==> src/rtl/wrs_pkg.sv <==
package wrs_pkg;
  typedef enum logic [1:0] {
    FR_IDLE = 2'd0,
    FR_SEND = 2'd1,
    FR_GAP  = 2'd2
  } fr_state_e;
endpackage

==> src/rtl/wrs_fifo.sv <==
module wrs_fifo #(
  parameter int W     = 18,
  parameter int DEPTH = 4
) (
  input  logic         clk,
  input  logic         rst_n,
  input  logic         push,
  input  logic [W-1:0] wdata,
  input  logic         pop,
  output logic [W-1:0] rdata,
  output logic         full,
  output logic         empty
);
  localparam int AW = (DEPTH > 1) ? $clog2(DEPTH) : 1;
  localparam int CW = $clog2(DEPTH + 1);

  logic [W-1:0]  mem [DEPTH];
  logic [AW-1:0] wr_ptr, rd_ptr;
  logic [CW-1:0] cnt;

  function automatic logic [AW-1:0] nxt(input logic [AW-1:0] p);
    return (p == AW'(DEPTH - 1)) ? '0 : p + 1'b1;
  endfunction

  assign full  = (cnt == CW'(DEPTH));
  assign empty = (cnt == '0);
  assign rdata = mem[rd_ptr];

  always_ff @(posedge clk) begin
    if (push) mem[wr_ptr] <= wdata;
  end

  always_ff @(posedge clk or negedge rst_n) begin
    if (!rst_n) begin
      wr_ptr <= '0;
      rd_ptr <= '0;
      cnt    <= '0;
    end else begin
      if (push) wr_ptr <= nxt(wr_ptr);
      if (pop)  rd_ptr <= nxt(rd_ptr);
      case ({push, pop})
        2'b10:   cnt <= cnt + 1'b1;
        2'b01:   cnt <= cnt - 1'b1;
        default: cnt <= cnt;
      endcase
    end
  end

  assert_count_bound_R5: assert property (@(posedge clk) disable iff (!rst_n)
    cnt <= CW'(DEPTH));
  assert_pop_nonempty_R7: assert property (@(posedge clk) disable iff (!rst_n)
    pop |-> (cnt != '0));
  assert_push_grows_R5: assert property (@(posedge clk) disable iff (!rst_n)
    (push && !pop) |=> (cnt == $past(cnt) + 1'b1));
endmodule

==> src/rtl/wrs_framer.sv <==
module wrs_framer
  import wrs_pkg::*;
#(
  parameter int              PAY_W    = 18,
  parameter int              HDR_W    = 8,
  parameter logic [HDR_W-1:0] HDR     = 8'b1010_0111,
  parameter int              DIV      = 4,
  parameter int              GAP_BITS = 1
) (
  input  logic             clk,
  input  logic             rst_n,
  input  logic             avail,
  input  logic [PAY_W-1:0] payload,
  output logic             take,
  output logic             tx_o
);
  localparam int PKT_W   = HDR_W + PAY_W;
  localparam int GAP_CYC = GAP_BITS * DIV;
  localparam int DW      = $clog2(DIV + 1);
  localparam int BW      = $clog2(PKT_W + 1);
  localparam int GW      = $clog2(GAP_CYC + 1);

  fr_state_e        st;
  logic [PKT_W-1:0] sh;
  logic [DW-1:0]    dcnt;
  logic [BW-1:0]    bcnt;
  logic [GW-1:0]    gcnt;
  logic             tick, last;

  assign take = (st == FR_IDLE) && avail;
  assign tick = (dcnt == DW'(DIV - 1));
  assign last = (bcnt == BW'(PKT_W - 1));
  assign tx_o = (st == FR_SEND) && sh[PKT_W-1];

  always_ff @(posedge clk or negedge rst_n) begin
    if (!rst_n) begin
      st   <= FR_IDLE;
      sh   <= '0;
      dcnt <= '0;
      bcnt <= '0;
      gcnt <= '0;
    end else begin
      case (st)
        FR_IDLE: if (avail) begin
          sh   <= {HDR, payload};
          dcnt <= '0;
          bcnt <= '0;
          st   <= FR_SEND;
        end
        FR_SEND: if (tick) begin
          dcnt <= '0;
          if (last) begin
            gcnt <= '0;
            st   <= FR_GAP;
          end else begin
            sh   <= sh << 1;
            bcnt <= bcnt + 1'b1;
          end
        end else begin
          dcnt <= dcnt + 1'b1;
        end
        FR_GAP: if (gcnt == GW'(GAP_CYC - 1)) st <= FR_IDLE;
                else gcnt <= gcnt + 1'b1;
        default: st <= FR_IDLE;
      endcase
    end
  end

  assert_header_lead_R2: assert property (@(posedge clk) disable iff (!rst_n)
    take |=> (tx_o == HDR[HDR_W-1]));
  assert_bit_hold_R2: assert property (@(posedge clk) disable iff (!rst_n)
    (st == FR_SEND && !tick) |=> $stable(tx_o));
  assert_gap_entry_R4: assert property (@(posedge clk) disable iff (!rst_n)
    (st == FR_SEND && tick && last) |=> (st == FR_GAP && !tx_o));
endmodule

==> src/rtl/weakrow_sideband_tx.sv <==
module weakrow_sideband_tx #(
  parameter int         ROW_W    = 15,
  parameter int         BANK_W   = 3,
  parameter int         DEPTH    = 4,
  parameter int         DIV      = 4,
  parameter int         GAP_BITS = 1,
  parameter logic [7:0] HDR      = 8'b1010_0111
) (
  input  logic              clk,
  input  logic              rst_n,
  input  logic              in_valid,
  output logic              in_ready,
  input  logic [BANK_W-1:0] in_bank,
  input  logic [ROW_W-1:0]  in_row,
  output logic              sb_tx,
  output logic              overflow
);
  localparam int PAY_W = BANK_W + ROW_W;

  logic             full, empty, take, push;
  logic [PAY_W-1:0] head;

  assign in_ready = !full;
  assign push     = in_valid && !full;

  wrs_fifo #(.W(PAY_W), .DEPTH(DEPTH)) u_fifo (
    .clk(clk), .rst_n(rst_n), .push(push), .wdata({in_bank, in_row}),
    .pop(take), .rdata(head), .full(full), .empty(empty)
  );

  wrs_framer #(.PAY_W(PAY_W), .HDR_W(8), .HDR(HDR), .DIV(DIV),
               .GAP_BITS(GAP_BITS)) u_framer (
    .clk(clk), .rst_n(rst_n), .avail(!empty), .payload(head),
    .take(take), .tx_o(sb_tx)
  );

  always_ff @(posedge clk or negedge rst_n) begin
    if (!rst_n) overflow <= 1'b0;
    else if (in_valid && full) overflow <= 1'b1;
  end

  assert_drop_flags_R6: assert property (@(posedge clk) disable iff (!rst_n)
    (in_valid && !in_ready) |=> overflow);
  assert_flag_sticky_R6: assert property (@(posedge clk) disable iff (!rst_n)
    overflow |=> overflow);
endmodule

==> config.mk <==
export PLATFORM = sky130hd
export DESIGN_NAME = weakrow_sideband_tx
export DESIGN_NICKNAME = d
export VERILOG_FILES = /design/src/rtl/wrs_pkg.sv /design/src/rtl/wrs_fifo.sv /design/src/rtl/wrs_framer.sv /design/src/rtl/weakrow_sideband_tx.sv
export SDC_FILE = /design/constraint.sdc
export NUM_CORES = 1
export LEC_CHECK = 0
export ABC_AREA = 1
export BUFFER_PORTS_ARGS = -buffer_cell sky130_fd_sc_hd__buf_2
export CELL_PAD_IN_SITES_DETAIL_PLACEMENT = 1
export CELL_PAD_IN_SITES_GLOBAL_PLACEMENT = 1
export CORE_MARGIN = 5
export CORE_UTILIZATION = 45
export CTS_CLUSTER_DIAMETER = 50
export DETAILED_ROUTE_END_ITERATION = 6
export HOLD_SLACK_MARGIN = 0.12
export PLACE_DENSITY = 0.73
export SLEW_MARGIN = 15
export SYNTH_ARGS = -nofsm -noshare
export SYNTH_HDL_FRONTEND = slang
export SYNTH_SLANG_ARGS = --single-unit
==> constraint.sdc <==
create_clock -name clk -period 4.66 [get_ports clk]
set_input_delay 0.466 -clock clk [delete_from_list [all_inputs] [get_ports clk]]
set_output_delay 0.466 -clock clk [all_outputs]
set_load 0.01 [all_outputs]
# Yosys cells after proc, flatten, opt, wreduce, memory -nomap -nowiden
# Memory sizes are Yosys's and may differ from the RTL's.
# Index checks and enable logic that the tools add are counted.
# W data, S select, Z words.
[classes] mux=25 n_reduce_logical=15 magnitude_cmp=0 shift=0 div=0 n_eq_ne=16 mul=0 bitwise_logic=0 addsub=7
[ops] cell="$mux W26" n=3
[ops] cell="$pmux W26 S2" n=1
[ops] cell="$pmux W3 S2" n=3
[ops] cell="$mux W3" n=5
[ops] cell="$mux W5" n=3
[ops] cell="$mux W2" n=6
[ops] cell="$reduce_and A4 Y1" n=3
[ops] cell="$pmux W5 S2" n=1
[ops] cell="$add A3 B1 Y3 const B" n=3
[ops] cell="$eq A2 B2 Y1 const B" n=4
[ops] cell="$eq A3 B2 Y1 const B" n=2
[ops] cell="$ne A2 B1 Y1 const B" n=3
[ops] cell="$ne A2 B2 Y1 const B" n=3
[ops] cell="$pmux W2 S3" n=1
[ops] cell="$reduce_bool A2 Y1" n=3
[ops] cell="$add A5 B1 Y5 const B" n=1
[ops] cell="$eq A5 B5 Y1 const B" n=1
[ops] cell="$add A2 B1 Y2 const B" n=2
[ops] cell="$eq A2 B1 Y1 const B" n=2
[ops] cell="$logic_and A1 B1 Y1" n=4
[ops] cell="$eq A3 B3 Y1 const B" n=1
[ops] cell="$logic_not A3 Y1" n=1
[ops] cell="$sub A3 B1 Y3 const B" n=1
[ops] cell="$logic_not A1 Y1" n=2
[ops] cell="3 further kinds" n=4
[word_totals] reg_bits=47 latchBits=0 ramBits=72 memories=1 romBits=0
[mem_list] memory="u_fifo.mem" depth=4 width=18 read_ports=1 rd_clocked_by_memory_dff=0 write_ports=1 line="wrs_fifo.sv:17" rtl="logic [W-1:0] mem [DEPTH];"

# Logic depth before layout (Yosys ltp)
# Gate-level depths: netlist of the first run.
[depth] ltp_word=5 ltp_mapped=11 depth_no_buf=10

# By module
# A second synthesis of the first run with hierarchy kept.
[hier_totals] cells_unflattened=547 area_unflattened_um2=5444.0
[modules_own_cells] mod="wrs_fifo" cells_per_inst=262 instances=1 area_each_um2=3324.4 seq_area_each_um2=2337.2
[modules_own_cells] mod="wrs_framer" cells_per_inst=277 instances=1 area_each_um2=2068.2 seq_area_each_um2=975.9
[modules_own_cells] mod="weakrow_sideband_tx" cells_per_inst=8 instances=1 area_each_um2=51.3 seq_area_each_um2=25.0

# Worst setup path before layout of the first run
# OpenSTA, ideal clock, no wires.
[synth_timing] path_kind="reg2reg" startpoint="register u_fifo.cnt[0]" endpoint="memory u_fifo.mem[0][0] (enable)" setup_time_ns=0.393 path_slack_ns=2.725 path_stages_with_launch=5 synth_period_minus_slack_ns=1.935 required_time_ns=4.267 arrival_ns=1.542 cell_sequence="dfrtp_1 > nor2_2 > nand2_1 > nand2_1 > nor2_1"
[synth_between] elab_chain_cells=5
[synth_rtl] item="start: declaration" line="wrs_fifo.sv:19" rtl="logic [CW-1:0] cnt;"
[synth_rtl] item="start signal: assignment" line="wrs_fifo.sv:42" rtl="2'b10: cnt <= cnt + 1'b1;"
[synth_rtl] item="start signal: assignment" line="wrs_fifo.sv:43" rtl="2'b01: cnt <= cnt - 1'b1;"
[synth_rtl] item="start signal: assignment" line="wrs_fifo.sv:44" rtl="default: cnt <= cnt;"
[synth_rtl] item="$eq A3 B3 Y1" line="wrs_fifo.sv:25" rtl="assign full = (cnt == CW'(DEPTH));"
[synth_rtl] item="$logic_not A1 Y1"
[synth_rtl] item="named net in_ready" line="weakrow_sideband_tx.sv:12" rtl="output logic in_ready,"
[synth_rtl] item="$logic_and A1 B1 Y1" line="weakrow_sideband_tx.sv:24" rtl="assign push = in_valid && !full;"
[synth_rtl] item="$mux W1" line="wrs_fifo.sv:30" rtl="if (push) mem[wr_ptr] <= wdata;"
[synth_rtl] item="$mux W1 (implied by the code)" line="wrs_fifo.sv:30"
[synth_rtl] item="end: declaration" line="wrs_fifo.sv:17"
# The timed path passes the listed nets, and every way through them passes these cells.

# Final worst setup path of the first run
[layout_timing] startpoint="register u_framer.st[0]" endpoint="register u_framer.sh[17]"
[layout_between] elab_chain_cells=3
[layout_rtl] item="start: declaration" line="wrs_framer.sv:23" rtl="fr_state_e st;"
[layout_rtl] item="start signal: assignment" line="wrs_framer.sv:37" rtl="st <= FR_IDLE;"
[layout_rtl] item="start signal: assignment" line="wrs_framer.sv:48" rtl="st <= FR_SEND;"
[layout_rtl] item="start signal: assignment" line="wrs_framer.sv:54" rtl="st <= FR_GAP;"
[layout_rtl] item="$eq A2 B1 Y1 or $logic_not A2 Y1 (tied branches)" line="wrs_framer.sv:43" rtl="case (st)"
[layout_rtl] item="$ne A2 B2 Y1 (no source line) (tied with other cells)"
[layout_rtl] item="$reduce_and A4 Y1 (no source line)"
[layout_rtl] item="end signal: assignment" line="wrs_framer.sv:45" rtl="sh <= {HDR, payload};"
[layout_rtl] item="end signal: assignment" line="wrs_framer.sv:56" rtl="sh <= sh << 1;"
[layout_rtl] item="end: declaration" line="wrs_framer.sv:24" rtl="logic [PKT_W-1:0] sh;"
# Parallel ways exist; a longest one is shown, timed or not.
# A chain may end at the register's enable or synchronous reset.

==> results of run 1 <==
-- state kept, by name, indices dropped and copies added (netlist names) --
signal and cells:
u_framer.bcnt 5, u_fifo.wr_ptr 2, overflow 1, u_fifo.mem 72, u_framer.st 2, u_fifo.cnt 3
u_framer.dcnt 3, u_framer.sh 26, u_fifo.rd_ptr 2, u_framer.gcnt 3
-- logic make-up (layout without fill, tap and decap cells) --
kind of cell / after synthesis / count (layout) / share of synthesized area
flip-flops: 119 / 119 / 0.649
XOR/XNOR: 2 / 2 / 0.00340
AND/OR/NAND/NOR: 308 / 308 / 0.252
adder cells (fa/ha/maj): 12 / 12 / 0.0306
buffers and inverters: 47 / 87 / 0.0435
AO/OA/AOI/OAI: 17 / 17 / 0.0214
-- cells in the mapped netlist --
| master | count |
|---|---|
| a211oi_1 | 1 |
| a21oi_1 | 3 |
| a21oi_2 | 1 |
| a21oi_4 | 1 |
| a31o_2 | 1 |
| buf_2 | 11 |
| buf_4 | 1 |
| buf_6 | 4 |
| clkbuf_1 | 3 |
| dfrtp_1 | 47 |
| edfxtp_1 | 72 |
| fa_1 | 1 |
| ha_1 | 11 |
| inv_1 | 23 |
| inv_2 | 5 |
| nand2_1 | 211 |
| nand2_2 | 1 |
| nand2_4 | 5 |
| nand3_1 | 64 |
| nand3_2 | 1 |
| nor2_1 | 19 |
| nor2_2 | 1 |
| nor3_1 | 1 |
| o21ai_0 | 8 |
| o21bai_1 | 1 |
| o22ai_1 | 1 |
| or2_2 | 5 |
| xnor2_1 | 1 |
| xor2_1 | 1 |
-- power breakdown --
| part | switching [µW] | internal (µW) |
|---|---|---|
| Clock | 427 | 658 |
| Combinational | 195 | 80.9 |
| Sequential | 50.9 | 1280 |
-- worst max-delay path by stage --
| stage | start | end | slack (ns) | depth (start not counted) |
|---|---|---|---|---|
| 2_1_floorplan | u_fifo.cnt[0] | u_fifo.mem[0][0] | 2.72 | 4 |
| 3_3_place_gp | u_framer.st[1] | u_framer.st[0] | 2.47 | 8 |
| 3_5_place_dp | u_framer.st[1] | u_framer.sh[0] | 2.39 | 9 |
| 4_1_cts | u_framer.st[1] | u_framer.sh[17] | 2.35 | 7 |
| 5_1_grt | u_framer.st[1] | u_framer.sh[17] | 2.16 | 9 |
| 6_report | u_framer.st[0] | u_framer.sh[17] | 2.44 | 8 |
-- cell type report --
cell class	instances	area, µm²	area share
clock buffers	18	429	0.0732
clock inverters	12	65.1	0.0111
inverters	28	105	0.0179
multi-input cells	339	1580	0.270
flip-flops and latches	119	3340	0.570
well taps	143	179	0.0305
repair buffers	29	160	0.0273
-- per-layer routing --
metal	track usage	vias to the layer above	share of wire	wire [µm]
li1	-	1712	-	-
met1	0.206	1780	0.42	4710
met2	0.318	45	0.53	5840
met3	0.0427	18	0.032	357
met4	0.0680	0	0.017	184
met5	0	-	0	0
-- metrics by stage --
stage | hold slack [ns] | setup slack (ns) | cells
after CTS | 0.173 | 2.35 | 688
after global placement | 0.446 | 2.47 | 658
after detailed placement | 0.451 | 2.39 | 658
after floorplan | 0.170 | 2.72 | 505
final | 0.164 | 2.44 | 688
after global routing | 0.210 | 2.16 | 688
-- critical path, stage by stage (launching register included) --
cell and delay (ns):
dfrtp_1 0.40, nand2_2 0.47, inv_2 0.36, nand2_4 0.18, nand2_4 0.08, inv_2 0.15
nand2_4 0.25, nand2_1 0.15, nand2_1 0.06
==> run_results.csv, run 1 <==
group,metric,value,unit
status,status,"finished, final reports clean",
cts,clk_pin_slew,0.05,ns
timing,hold_viol,0,
power_and_ir_drop,power.leakage,0.00260,µW
critical_path,critPathKind,"flip-flop to flip-flop",
final_layout,fin_nets,567,
cts,postCtsHoldBufs,0,
placement,dpl.hpwl,6.75,mm
critical_path,reg2reg_to,"u_framer.sh[17]",
timing,slew_headroom,0.435,
timing,fin_setup_tns,0,ns
power_and_ir_drop,power_density,460,nW/µm²
placement,port_buffers,23,
critical_path,arrival,2.51,ns
synthesis,ys_types,29,
timing,finClkSkew,0.00537,ns
global_routing,antenna_found_initial,0,
timing,min_period,2.22,ns
detailed_routing,drt_pre_antenna_iters,4,
final_layout,drive_above_1_share,0.141,
synthesis,synth_nets,538,
global_routing,overflow,0,
timing,fmax,451,MHz
timing,tightest_slew,0.847,ns
detailed_routing,wl,11.1,mm
cts,cts_setup_buffers,0,
floorplan,die_h,117,µm
hold_path,holdCritPathClass,"input pin to async pin",
final_layout,fin_area,5860,µm²
timing,setup_viol_count_final,0,
cts,cts_max_level,4,
detailed_routing,vias_per_cell,5.17,
detailed_routing,routedWlPerCell,16.1,µm
detailed_routing,dr_total_vias,3555,
cts,cts_sinks,119,
synthesis,synth_warnings,0,
cts,tritoncts.num_buffers,17,
synthesis,synth_area_per_cell,10.2,µm²
cts,cts_max_path_buffers,2,
final_layout,mostFrequentLayoutCells,"nand2_1, edfxtp_1, nand3_1",
final_layout,layout_commonest_cell,"nand2_1",
critical_path,start_kind,"flip-flop",
detailed_routing,drt_iter0_drc,154,
power_and_ir_drop,power,2700,µW
run,drv_cap,0,
detailed_routing,final_antenna_net_count,0,
critical_path,end_kind,"flip-flop",
floorplan,num_io_pins,24,
cts,root_buffer,"clkbuf_16",
floorplan,coreArea,11300,µm²
synthesis,ys_seq_area_frac,0.649,
final_layout,fill_cells,1244,
synthesis,synth-seq-cells,119,
synthesis,netlist_area,5150,µm²
synthesis,yosysTopAreaCell,"edfxtp_1",
global_routing,grt_max_degree,48,
critical_path,rr_startpoint,"u_framer.st[0]",
global_routing,grt_pass1_wl,18.3,mm
power_and_ir_drop,vdd_drop_max,323,µV
floorplan,rows,39,
final_layout,fin_util,0.518,
cts,cts_tree,"yes",
synthesis,syn_inst,505,
cts,clk_latency,0.41,ns
timing,grt_setup_unrepaired,"false",
critical_path,ff2ff_path_depth,8,
critical_path,r2r_setup_slack,2.44,ns
timing,timing.final.crit_share,0.476,
placement,placed_area,5370,µm²
timing,slew_viol_final,0,
cts,cts-resized-gates,0,
critical_path,crit_required,4.96,ns
global_routing,first_global_vias,3763,
floorplan,die-area,13700,µm²
critical_path,cp_max_fo,32,
synthesis,yosysTopAreaCellShare,0.420,
final_layout,syn2layout_area_growth,13.9,%
floorplan,die_w,117,µm
final_layout,antennaDiodeCount,0,
detailed_routing,drc,0,
synthesis,synthTopCellsByArea,"edfxtp_1, dfrtp_1, nand2_1",
placement,place_congestion,0.747,
global_routing,track_usage,0.178,
floorplan,start_util,0.455,
Power figures use the tool's default switching activity.
==> inputs of run 2 (changes only) <==
- ABC_AREA: 1 -> 0
- PLACE_DENSITY: 0.73 -> 0.69
- clock period: 4.66 -> 2.3 ns (I/O delays scaled with it)
==> run_results.csv, run 2 <==
group,metric,value,unit
status,status,"finished, final reports clean",
global_routing,grt_pass1_wl,17.0,mm
synthesis,yosysTopAreaCellShare,0.449,
power_and_ir_drop,share_seq_of_total_power,0.452,
power_and_ir_drop,switchingPower,1420,µW
cts,cts_sinks,119,
power_and_ir_drop,vdd_drop_max,657,µV
detailed_routing,dr_total_vias,2857,
detailed_routing,drt_iter0_drc,150,
final_layout,multiInputGateArea,1380,µm²
detailed_routing,drc,0,
synthesis,async_flop_share,0.395,
critical_path,crit_required,2.72,ns
detailed_routing,vias_per_cell,5.39,
detailed_routing,drt_pre_antenna_iters,4,
timing,grt_setup_unrepaired,"false",
floorplan,start_util,0.464,
timing,slew_headroom,0.570,
global_routing,overflow,0,
power_and_ir_drop,clockPowerShare,0.448,
critical_path,critical_path.cell_chain,"or2_4 -> nor2_1 -> ha_1 -> inv_1 -> fa_1 -> xor2_1 -> nor2_1 -> xor2_1",
synthesis,synthAdderAreaFrac,0.0328,
synthesis,synth_xor_area_frac,0.00546,
cts,clk_pin_slew,0.06,ns
global_routing,grt_max_degree,29,
power_and_ir_drop,combPwrFrac,0.100,
synthesis,synthTopCellsByCount,"edfxtp_1, dfrtp_1, a21oi_1, nand2_1, nor2_1",
floorplan,num_io_pins,24,
critical_path,arrival,2.47,ns
critical_path,start_kind,"flip-flop",
final_layout,fill_cells,974,
final_layout,final_cells,530,
synthesis,synth-edff-count,72,
placement,post-place-cells,478,
floorplan,rows,37,
cts,cts-resized-gates,0,
critical_path,crit_path_max_incr_delay,0.44,ns
synthesis,yosysMostFrequentCell,"edfxtp_1",
synthesis,ys_types,35,
cts,root_buffer,"clkbuf_8",
synthesis,ys_seq_area_frac,0.694,
critical_path,cp_max_fo,7,
final_layout,syn2layout_area_growth,24.1,%
floorplan,die-area,12900,µm²
critical_path,critPathKind,"flip-flop to flip-flop",
final_layout,largest_register_ffs,72,
final_layout,top_regs,"u_fifo.mem x72, u_framer.sh x26, u_framer.bcnt x5",
synthesis,synth_compound_area_frac,0.0739,
cts,cts_tree,"yes",
detailed_routing,routedWlPerCell,19.2,µm
final_layout,regMostFlops,"u_fifo.mem",
final_layout,layout_commonest_cell,"edfxtp_1",
power_and_ir_drop,power.leakage,0.00235,µW
final_layout,fin_nets,414,
timing,fmax,489,MHz
run,drv_cap,0,
hold_path,holdCritPathClass,"input pin to async pin",
timing,fin_setup_tns,0,ns
synthesis,synth-seq-cells,119,
cts,clk_latency,0.50,ns
timing,slew_viol_final,0,
synthesis,syn_inst,316,
synthesis,synth_warnings,0,
synthesis,synth_ff_type,"edfxtp_1",
synthesis,synth_area_per_cell,15.2,µm²
synthesis,yosys.area_share.simple,0.0798,
cts,cts_setup_buffers,0,
timing,finClkSkew,0.00673,ns
timing,min_period,2.05,ns
cts,tritoncts.num_buffers,17,
synthesis,synth_nets,349,
power_and_ir_drop,power_density,1010,nW/µm²
timing,timing.final.crit_share,0.890,
synthesis,yosysTopAreaCell,"edfxtp_1",
placement,dpl.hpwl,5.98,mm
synthesis,synthTopCellsByArea,"edfxtp_1, dfrtp_1, mux4_2",
global_routing,track_usage,0.174,
placement,place_congestion,0.682,
cts,cts_max_level,4,
global_routing,antenna_found_initial,0,
floorplan,die_h,113,µm
critical_path,slowest_stage,"dfrtp_1",
synthesis,netlist_area,4810,µm²
timing,tightest_slew,0.645,ns
final_layout,antennaDiodeCount,0,
floorplan,die_w,113,µm
power_and_ir_drop,swShare,0.234,
global_routing,first_global_vias,3321,
final_layout,drive_above_1_share,0.246,
critical_path,end_kind,"flip-flop",
cts,cts_max_path_buffers,2,
detailed_routing,wl,10.2,mm
final_layout,seqCellArea,3340,µm²
timing,hold_viol,0,
placement,port_buffers,23,
cts,postCtsHoldBufs,20,
power_and_ir_drop,power.internal,4630,µW
final_layout,fin_util,0.576,
synthesis,synth_top_family_by_area,"multiplexers",
synthesis,synth_mux_area_frac,0.0957,
detailed_routing,final_antenna_net_count,0,
timing,setup_viol_count_final,0,
final_layout,mostFrequentLayoutCells,"edfxtp_1, dfrtp_1, a21oi_1",
floorplan,coreArea,10400,µm²
run 2: cell types whose count changed in the layout (fill, tap and decap cells not counted), moves of 7 or more:
| cell | previous run | this run |
|---|---|---|
| a21oi_1 | 3 | 35 |
| buf_4 | 6 | 15 |
| dlygate4sd3_1 | 0 | 20 |
| inv_1 | 23 | 9 |
| mux4_2 | 0 | 18 |
| nand2_1 | 211 | 32 |
| nand3_1 | 64 | 6 |
| nor2_1 | 19 | 26 |
run 2: cell type report:
type                       count  area share
sequential                   119       0.559
clock inverter                15      0.0337
multi-input combinational    176       0.232
clock buffer                  17      0.0694
inverter                       9     0.00566
timing repair buffer          58      0.0717
tap                          136      0.0285
run 2: worst max-delay path, delay by kind of cell, from the launching register on:
| family | cells | cell delay [ns] |
|---|---|---|
| AND/OR/NAND/NOR | 3 | 0.58 |
| adder cells (fa/ha/maj) | 2 | 0.57 |
| flip-flops | 1 | 0.44 |
| XOR/XNOR | 2 | 0.32 |
| buffers and inverters | 1 | 0.06 |
run 2: per-stage QoR:
step	cell area [µm²]	hold slack, ns	power (µW)	worst slack [ns]
after global placement	5150	0.288	3320	0.330
after CTS	5970	0.309	6110	0.247
after detailed placement	5150	0.291	3360	0.271
after global routing	5970	0.360	6320	0.0962
after floorplan	4810	-0.0656	3090	0.228
final	5970	0.300	6050	0.254
run 2: cell families (layout without fill, tap and decap cells):
kind of cell / count (synthesis) / after routing
adder cells (fa/ha/maj): 12 / 12
XOR/XNOR: 3 / 3
multiplexers: 23 / 23
AO/OA/AOI/OAI: 57 / 57
buffers and inverters: 21 / 99
AND/OR/NAND/NOR: 81 / 81
flip-flops: 119 / 119
run 2: power by group through the flow:
stage / clock network (µW) / registers [µW] / logic (µW)
after CTS: 2750 / 2740 / 624
final: 2710 / 2730 / 605
after floorplan: 0 / 2730 / 362
after global routing: 2880 / 2760 / 675
after detailed placement: 0 / 2770 / 594
after global placement: 0 / 2740 / 584
run 2: final timing paths:
path | from | end | slack (ns) | cells past startpoint
hold / removal | rst_n | u_framer.bcnt[0] | 0.30 | 2
setup reg to reg | u_framer.st[1] | u_fifo.cnt[2] | 0.25 | 8
max in group asynchronous | rst_n | u_framer.dcnt[0] | 1.38 | 3
setup / recovery | u_framer.st[1] | u_fifo.cnt[2] | 0.25 | 8
hold reg to reg | overflow | overflow | 0.47 | 1
min in group clk | overflow | overflow | 0.47 | 1
run 2: per-layer routing:
layer,track usage,part of all wire,up-vias
li1,-,-,1313
met1,0.209,0.43,1497
met2,0.307,0.53,39
met3,0.0456,0.030,8
met4,0.0537,0.0080,0
met5,0,0,-
==> inputs of run 3 (changes only) <==
- ABC_AREA: 0 -> 1
- PLACE_DENSITY: 0.69 -> 0.73
==> run_results.csv, run 3 (synthesized netlist as in run 1, its figures left out) <==
group,metric,value,unit
cts,clk_pin_slew,0.05,ns
cts,root_buffer,"clkbuf_16",
placement,place_congestion,0.734,
final_layout,regMostFlops,"u_fifo.mem",
floorplan,num_io_pins,24,
cts,cts_max_level,4,
timing,fmax,503,MHz
critical_path,crit_required,2.64,ns
cts,cts_sinks,119,
critical_path,reg2reg_to,"u_fifo.cnt[2]",
timing,tightest_slew,0.671,ns
critical_path,arrival,2.33,ns
critical_path,critPathKind,"flip-flop to flip-flop",
timing,finClkSkew,0.00619,ns
power_and_ir_drop,combPwrFrac,0.106,
placement,port_buffers,23,
critical_path,critical_path.cell_chain,"nor2_1 -> inv_2 -> a21oi_2 -> ha_1 -> inv_1 -> fa_1 -> nor2_1 -> nor2_1 -> nand2_1 -> xor2_1",
cts,cts-resized-gates,0,
final_layout,layout_commonest_cell,"nand2_1",
final_layout,fin_area,6130,µm²
global_routing,grt_pass1_wl,19.3,mm
floorplan,rows,39,
final_layout,largest_register_ffs,72,
floorplan,die_w,117,µm
detailed_routing,drt_iter0_drc,151,
final_layout,fill_cells,1264,
critical_path,end_kind,"flip-flop",
detailed_routing,final_antenna_net_count,0,
timing,slew_headroom,0.553,
critical_path,path_common_cell,"nor2_1",
power_and_ir_drop,share_seq_of_total_power,0.480,
detailed_routing,wl,11.8,mm
global_routing,grt_max_degree,39,
run,drv_cap,0,
detailed_routing,drt_pre_antenna_iters,4,
cts,cts_max_path_buffers,2,
timing,slew_viol_final,0,
power_and_ir_drop,clockPowerShare,0.414,
global_routing,track_usage,0.190,
placement,dpl.hpwl,6.80,mm
power_and_ir_drop,swShare,0.252,
power_and_ir_drop,switchingPower,1410,µW
global_routing,overflow,0,
placement,placed_area,5410,µm²
hold_path,holdCritPathClass,"input pin to async pin",
power_and_ir_drop,vdd_drop_max,797,µV
timing,min_period,1.99,ns
timing,grt_setup_unrepaired,"false",
final_layout,seqCellArea,3340,µm²
cts,clk_latency,0.42,ns
critical_path,r2r_setup_slack,0.31,ns
global_routing,first_global_vias,3777,
critical_path,rr_startpoint,"u_framer.st[0]",
critical_path,ff2ff_path_depth,10,
timing,timing.final.crit_share,0.864,
critical_path,cp_max_fo,3,
final_layout,syn2layout_area_growth,19.2,%
timing,hold_viol,0,
final_layout,multiInputGateArea,1580,µm²
critical_path,start_kind,"flip-flop",
final_layout,fin_util,0.542,
critical_path,crit_path_end,"u_fifo.cnt[2]",
critical_path,slowest_stage,"dfrtp_1",
final_layout,mostFrequentLayoutCells,"nand2_1, edfxtp_1, nand3_1",
detailed_routing,drc,0,
final_layout,drive_above_1_share,0.145,
global_routing,antenna_found_initial,0,
detailed_routing,vias_per_cell,5.06,
critical_path,cp-startpoint,"u_framer.st[0]",
cts,cts_tree,"yes",
critical_path,crit_path_max_incr_delay,0.41,ns
status,status,"finished, final reports clean",
floorplan,coreArea,11300,µm²
power_and_ir_drop,power.leakage,0.00272,µW
cts,tritoncts.num_buffers,17,
power_and_ir_drop,power.internal,4200,µW
timing,setup_viol_count_final,0,
timing,fin_setup_tns,0,ns
final_layout,top_regs,"u_fifo.mem x72, u_framer.sh x26, u_framer.bcnt x5",
final_layout,fin_nets,593,
floorplan,die_h,117,µm
final_layout,antennaDiodeCount,0,
power_and_ir_drop,power_density,916,nW/µm²
floorplan,start_util,0.455,
detailed_routing,routedWlPerCell,16.5,µm
floorplan,die-area,13700,µm²
detailed_routing,dr_total_vias,3623,
run 3: cell types whose count changed in the layout (fill, tap and decap cells not counted), sizes merged, moves of 5 or more:
cell / delta
clkbuf: +5
nand2: +185
a21oi: -30
mux4: -18
nor2: -6
o22a: -5
nand3: +59
inv: +17
run 3: power by group through the flow:
stage                     clock, µW  sequential [µW]  combinational [µW]
after global placement            0             2720                 548
after floorplan                   0             2710                 337
after detailed placement          0             2730                 573
final                          2330             2690                 594
after global routing           2490             2720                 674
after CTS                      2370             2700                 610
run 3: routing by layer:
layer | GRT usage | vias up | wire [µm]
li1 | - | 1760 | -
met1 | 0.220 | 1794 | 4970
met2 | 0.336 | 54 | 6160
met3 | 0.0586 | 15 | 483
met4 | 0.0657 | 0 | 163
met5 | 0 | - | 0
run 3: final cells by class:
cell class                      count  area share
Timing Repair Buffer               55      0.0661
Clock buffer                       22      0.0757
Tap cell                          143      0.0292
Clock inverter                     10     0.00938
Multi-Input combinational cell    339       0.258
Inverter                           28      0.0171
Sequential cell                   119       0.544
run 3: worst min-delay path by stage:
stage	from	end	slack, ns	depth (start not counted)
after detailed placement	rst_n	u_framer.bcnt[1]	0.31	1
final	rst_n	u_framer.bcnt[1]	0.39	2
after CTS	rst_n	u_framer.dcnt[0]	0.41	2
after floorplan	rst_n	overflow	-0.07	0
after global placement	rst_n	u_framer.bcnt[1]	0.32	1
after global routing	rst_n	u_framer.sh[4]	0.46	2
run 3: critical path, delay by kind of cell, from the launching register on:
family                     cells  cell delay, ns
DFF                            1            0.41
xor gates and xnor gates       1            0.15
adders and majority gates      2            0.54
and+or+nand+nor                4            0.48
AOI/OAI and AO/OA              1            0.14
buffers and inverters          2            0.18
run 3: per-stage QoR:
| step | total power, µW | setup WS [ns] | cells | hold slack (ns) |
|---|---|---|---|---|
| 3_3_place_gp | 3270 | 0.461 | 664 | 0.316 |
| 2_1_floorplan | 3050 | 0.365 | 505 | -0.0656 |
| 5_1_grt | 5880 | 0.142 | 716 | 0.457 |
| 3_5_place_dp | 3310 | 0.369 | 664 | 0.315 |
| 6_report | 5620 | 0.314 | 716 | 0.385 |
| 4_1_cts | 5680 | 0.265 | 716 | 0.410 |
run 3: what timing repair did:
action / in CTS / in global routing
hold endpoints to repair: 100 / 0
endpoints found under the setup margin: 0 / 0
buffers inserted: 0 / 0
hold buffers: 20 / 0
